`config.mk`:
```
export PLATFORM = sky130hd
export DESIGN_NAME = dram_refresh_ctrl
export DESIGN_NICKNAME = d
export VERILOG_FILES = /design/src/rtl/dram_refresh_ctrl.sv
export SDC_FILE = /design/constraint.sdc
export NUM_CORES = 1
export LEC_CHECK = 0
export BUFFER_PORTS_ARGS = -buffer_cell sky130_fd_sc_hd__buf_2
export CAP_MARGIN = 20
export CORE_ASPECT_RATIO = 1.75
export CORE_UTILIZATION = 60
export CTS_CLUSTER_DIAMETER = 200
export DETAILED_ROUTE_END_ITERATION = 8
export GPL_ROUTABILITY_DRIVEN = 0
export GPL_TIMING_DRIVEN = 1
export PLACE_DENSITY = 0.82
export SETUP_SLACK_MARGIN = 0.4
export SLEW_MARGIN = 20
export SYNTH_ARGS = -nofsm -noshare
export SYNTH_HDL_FRONTEND = slang
export SYNTH_SLANG_ARGS = --single-unit
export TNS_END_PERCENT = 20
```
`constraint.sdc`:
```
create_clock -name clk -period 3.9 [get_ports clk]
set_clock_uncertainty 0.2 [all_clocks]
set_input_delay 0.195 -clock clk [delete_from_list [all_inputs] [get_ports clk]]
set_output_delay 0.195 -clock clk [all_outputs]
set_load 0.02 [all_outputs]
```
`src/rtl/dram_refresh_ctrl.sv`:
```
module dram_refresh_ctrl #(
  parameter int PAUSE_CYC    = 50000,
  parameter int INIT_CYC     = 8,
  parameter int INTERVAL_CYC = 3900,
  parameter int LEAD_CYC     = 2,
  parameter int RAS_CYC      = 13,
  parameter int PRE_CYC      = 8,
  parameter int PEND_MAX     = 8,
  parameter int ROW_W        = 11
) (
  input  logic             clk,
  input  logic             rst_n,
  input  logic             ras_only_sel,
  input  logic             ref_gnt,
  output logic             ref_req,
  output logic             ref_own,
  output logic             ras_n,
  output logic             cas_n,
  output logic             we_n,
  output logic [ROW_W-1:0] addr,
  output logic             init_done
);
  localparam int QMAX  = (INIT_CYC > PEND_MAX) ? INIT_CYC : PEND_MAX;
  localparam int CNT_W = $clog2(QMAX + 1);
  localparam int T1    = (PAUSE_CYC > RAS_CYC) ? PAUSE_CYC : RAS_CYC;
  localparam int T2    = (LEAD_CYC > PRE_CYC) ? LEAD_CYC : PRE_CYC;
  localparam int TMR_W = $clog2(((T1 > T2) ? T1 : T2) + 1);
  localparam int ITV_W = $clog2(INTERVAL_CYC + 1);

  typedef enum logic [2:0] {S_PAUSE, S_IDLE, S_LEAD, S_RAS, S_PRE} st_t;

  st_t              st;
  logic [TMR_W-1:0] tmr;
  logic [ITV_W-1:0] itmr;
  logic [CNT_W-1:0] pending;
  logic [ROW_W-1:0] row;
  logic             cyc_ro;
  logic             done, tick, start, inc;

  assign start = (st == S_IDLE) && (pending != '0) && ref_gnt;
  assign done  = (st == S_PRE) && (tmr == '0);
  assign tick  = init_done && (itmr == '0);
  assign inc   = tick && ((pending < CNT_W'(PEND_MAX)) || done);

  assign ref_own = (st == S_LEAD) || (st == S_RAS) || (st == S_PRE);
  assign ref_req = (st != S_PAUSE) && ((pending != '0) || ref_own);
  assign ras_n   = (st != S_RAS);
  assign cas_n   = !(!cyc_ro && ((st == S_LEAD) || (st == S_RAS)));
  assign we_n    = 1'b1;
  assign addr    = (cyc_ro && ((st == S_LEAD) || (st == S_RAS))) ? row : '0;

  always_ff @(posedge clk or negedge rst_n) begin
    if (!rst_n) begin
      st     <= S_PAUSE;
      tmr    <= TMR_W'(PAUSE_CYC - 1);
      cyc_ro <= 1'b0;
    end else begin
      case (st)
        S_PAUSE: if (tmr == '0) st <= S_IDLE; else tmr <= tmr - 1'b1;
        S_IDLE: if (start) begin
          st     <= S_LEAD;
          tmr    <= TMR_W'(LEAD_CYC - 1);
          cyc_ro <= ras_only_sel;
        end
        S_LEAD: if (tmr == '0) begin
          st  <= S_RAS;
          tmr <= TMR_W'(RAS_CYC - 1);
        end else tmr <= tmr - 1'b1;
        S_RAS: if (tmr == '0) begin
          st  <= S_PRE;
          tmr <= TMR_W'(PRE_CYC - 1);
        end else tmr <= tmr - 1'b1;
        S_PRE: if (tmr == '0) st <= S_IDLE; else tmr <= tmr - 1'b1;
        default: st <= S_IDLE;
      endcase
    end
  end

  always_ff @(posedge clk or negedge rst_n) begin
    if (!rst_n) begin
      pending   <= '0;
      init_done <= 1'b0;
      row       <= '0;
    end else begin
      if (st == S_PAUSE && tmr == '0)
        pending <= CNT_W'(INIT_CYC);
      else
        pending <= pending + CNT_W'(inc) - CNT_W'(done);
      if (done && !init_done && pending == CNT_W'(1))
        init_done <= 1'b1;
      if (done && cyc_ro)
        row <= row + 1'b1;
    end
  end

  always_ff @(posedge clk or negedge rst_n) begin
    if (!rst_n)                        itmr <= ITV_W'(INTERVAL_CYC - 1);
    else if (!init_done || itmr == '0) itmr <= ITV_W'(INTERVAL_CYC - 1);
    else                               itmr <= itmr - 1'b1;
  end

  p_quiet_before_init_r1: assert property (@(posedge clk) disable iff (!rst_n)
    (!init_done && !ref_req) |-> (ras_n && cas_n && addr == '0));
  p_init_at_close_r2: assert property (@(posedge clk) disable iff (!rst_n)
    $rose(init_done) |-> ($past(ref_own) && !ref_own));
  p_no_overflow_r3: assert property (@(posedge clk) disable iff (!rst_n)
    init_done |-> (pending <= CNT_W'(PEND_MAX)));
  p_own_needs_grant_r4: assert property (@(posedge clk) disable iff (!rst_n)
    $rose(ref_own) |-> ($past(ref_gnt) && $past(ref_req)));
  p_cas_steady_at_ras_r5: assert property (@(posedge clk) disable iff (!rst_n)
    $fell(ras_n) |-> ($stable(cas_n) && $past(ref_own)));
  p_cas_hold_r5: assert property (@(posedge clk) disable iff (!rst_n)
    (!ras_n && !cas_n) |=> (ras_n || !cas_n));
  p_row_step_r7: assert property (@(posedge clk) disable iff (!rst_n)
    (row != $past(row)) |-> (row == $past(row) + 1'b1));
endmodule

```
==> summary.txt <==
Clock tree
  • Post-CTS sizing: 0
  • Clock Latency Late Sink: 0.31 ns
  • Postcts setup bufs: 0
  • CTS buffer count: 5
  • # H-tree levels: 2
  • TritonCTS clock tree: done
  • Clock Path Buffers: 2
  • Clk slew on worst S/H paths: 0.09 ns
  • CTS root buffer: clkbuf_8
  • Clock sink count: 48

Run status
  • Result of the run: completed

Floorplan
  • Io pins: 21
  • Die area: 5030 um^2
  • Core ar.: 4480 um^2
  • Placement Rows: 32
  • Die Width: 54.1 um
  • Initial Util: 63.5%
  • Die height: 93.1 um

Setup path
  • Reg-to-Reg Start: tmr[5]
  • Critical Path Source Type: register
  • CP required: 3.90 ns
  • Crit-path max FO: 6
  • Endpoint type of the worst setup path: register
  • R2r endpoint: pending[2]
  • CP arrival: 3.13 ns
  • R2R setup slack: 0.76 ns
  • Crit Path Class: reg2reg
  • Worst Reg-to-Reg Cells: 10

Place
  • DP Wirelength: 4160 um
  • Placed instance area: 2920 um^2
  • Number of I/O port buffers: 19

Timing
  • Worst-Margin Slew: 0.779 ns
  • Tcrit/Tclk final: 80.5%
  • Min cycle time layout: 3.14 ns
  • Slew Viols, Final: 0
  • RSZ-0062 raised after global routing: no
  • Final Hold Viols: 0
  • Final setup violation count: 0
  • Max Clock Freq: 319 MHz
  • Setup TNS: 0 ns
  • Slew headroom: 47.9%

Layout
  • Fillers: 352
  • Area growth from synthesis to layout: 7.25%
  • Finished Core Util: 68.1%
  • Layout cell share with drive strength beyond 1: 21.7%
  • Most common cell after layout, fill and taps aside: nand2_1
  • Final instance area: 3050 um^2
  • Multi-input logic area: 1490 um^2
  • Ant. Diodes: 0
  • Register area: 1220 um^2
  • Final #Nets: 317
  • Commonest non-fill, non-tap cells in the layout: 33 x nand2_1, 30 x dfrtp_1, 22 x nor2_1

Routing
  • DRT antenna net count: 0
  • Drt pass-1 iters: 4
  • DR vias: 2138
  • Post-Route WL: 5640 um
  • DRC: 0
  • Routed WL per cell: 15.9 um
  • Initial DRC count: 59
  • Vias per cell: 6.02

Run
  • MaxCap Viol Count: 0

Synth
  • #FFs+latches synth: 48
  • Mapped Cells: 288
  • Share of the synthesized area in the top cell type: 26.4%
  • Syn_nets: 302
  • Synth Warn #: 0
  • Avg Synthesized Cell Area: 9.88 um^2
  • Synth async-reset ratio: 100%
  • Yosys top cell by area: dfrtp_1
  • Top post-synthesis cells by area: dfrtp_1 26%, dfstp_2 17%, xnor2_1 4.9%, nand2_1 4.4%, ha_1 4.0%
  • Post-synthesis sequential area ratio: 43.0%
  • Post-synth EDFFs: 0
  • Main synth FF type: dfrtp_1
  • Synthesized cell area: 2850 um^2
  • Synth cell types: 62

GRT
  • Largest net degree at the start of global routing: 49
  • Vias in the first global route: 2081
  • First-pass GRT wire length: 9540 um
  • Gr ovfl total: 0
  • Initial antenna violation count: 0
  • Total GRT Usage: 25.9%

Worst hold path
  • Hold Path Origin: ref_gnt
  • Worst hold path type: in2reg
  • Hold Crit Endpoint: st[1]
  • Worst hold path depth: 3

Power and ir drop
  • VDD IR-drop max: 0.311 mV
  • Total power: 862 uW
  • Power Density: 282 nW/um^2
  • P_leak: 1.33 nW
-- worst max path at each step --
stage | startpoint | endpoint | slack [ns]
4_1_cts | tmr[5] | pending[2] | 0.75
6_report | tmr[5] | pending[2] | 0.76
3_3_place_gp | tmr[7] | pending[2] | 0.86
2_1_floorplan | itmr[6] | pending[2] | 0.98
5_1_grt | tmr[5] | pending[2] | 0.60
3_5_place_dp | tmr[5] | pending[2] | 0.80
-- cells in the mapped netlist (2+ instances only) --
cell,n
a211oi_1,2
a21o_1,3
a21oi_1,13
and3_1,14
buf_2,5
buf_4,2
buf_6,3
clkbuf_1,3
dfrtp_1,30
dfstp_2,18
ha_1,9
inv_1,11
mux2_2,2
mux2i_1,2
nand2_1,33
nand2b_1,2
nand3_1,7
nand4_1,4
nor2_1,22
nor2b_1,2
nor3_1,7
nor3b_1,3
nor4_1,4
nor4_2,2
o211ai_1,2
o21ai_0,9
o21ai_1,3
o31a_1,2
o31ai_1,4
or2_2,2
or3_1,4
or4_1,6
xnor2_1,16
xor2_1,9
-- critical path, cell delays in order (launching register included) --
cell      delay [ns]
dfrtp_1         0.44
or4_1           0.57
nor3_1          0.23
and4bb_2        0.30
o211ai_1        0.10
ha_1            0.31
inv_1           0.04
ha_1            0.20
fa_1            0.38
xnor2_1         0.17
nor2_1          0.07
-- state kept, by name, summed over array words and instances (netlist names) --
signal,cells
row,11
pending,4
init_done,1
st,3
cyc_ro,1
tmr,16
itmr,12
-- layout make-up --
cell class	instances	area share, %
multi-input combinational	215	48.9
sequential	48	40.1
timing repair buffer	22	4.10
clock buffer	7	2.50
tap	51	2.09
inverter	11	1.35
clock inverter	1	0.984
-- cell families after synthesis --
| kind of cell | count (synthesis) | share of synthesized area, % |
|---|---|---|
| AOI/OAI and AO/OA | 50 | 13.1 |
| adders and majority gates | 10 | 4.66 |
| muxes | 5 | 2.29 |
| other | 1 | 0.132 |
| DFF | 48 | 43.0 |
| and+or+nand+nor | 124 | 24.6 |
| xor gates and xnor gates | 25 | 7.69 |
| buffers and inverters | 25 | 4.57 |
-- repair_timing --
action                                 CTS  global route
setup endpoints to repair                0             0
endpoints found under the hold margin   31             0
hold buffers                             2             0
-- routing by layer --
metal | vias up | GRT usage (%) | wire (um)
li1 | 1048 | - | -
met1 | 1048 | 28.4 | 2190
met3 | 12 | 3.41 | 131
met4 | 0 | 11.5 | 148
met5 | - | 0 | 0
met2 | 30 | 46.7 | 3170
-- metrics by stage --
| stage | setup WS (ns) | cells | hold slack (ns) |
|---|---|---|---|
| finish | 0.762 | 355 | 0.0572 |
| global route | 0.603 | 355 | 0.0835 |
| CTS | 0.748 | 355 | 0.0502 |
| detailed placement | 0.798 | 345 | 0.234 |
| global placement | 0.859 | 345 | 0.225 |
| floorplan | 0.979 | 288 | -0.301 |
-- where the power goes --
part	total, mW	switching, mW	internal [mW]
Sequential	0.498	0	0.498
Combinational	0.0138	0.0111	0.00272
Clock	0.350	0.158	0.192
Total	0.862	0.169	0.693
No activity file was read; power rests on OpenSTA's default activity.
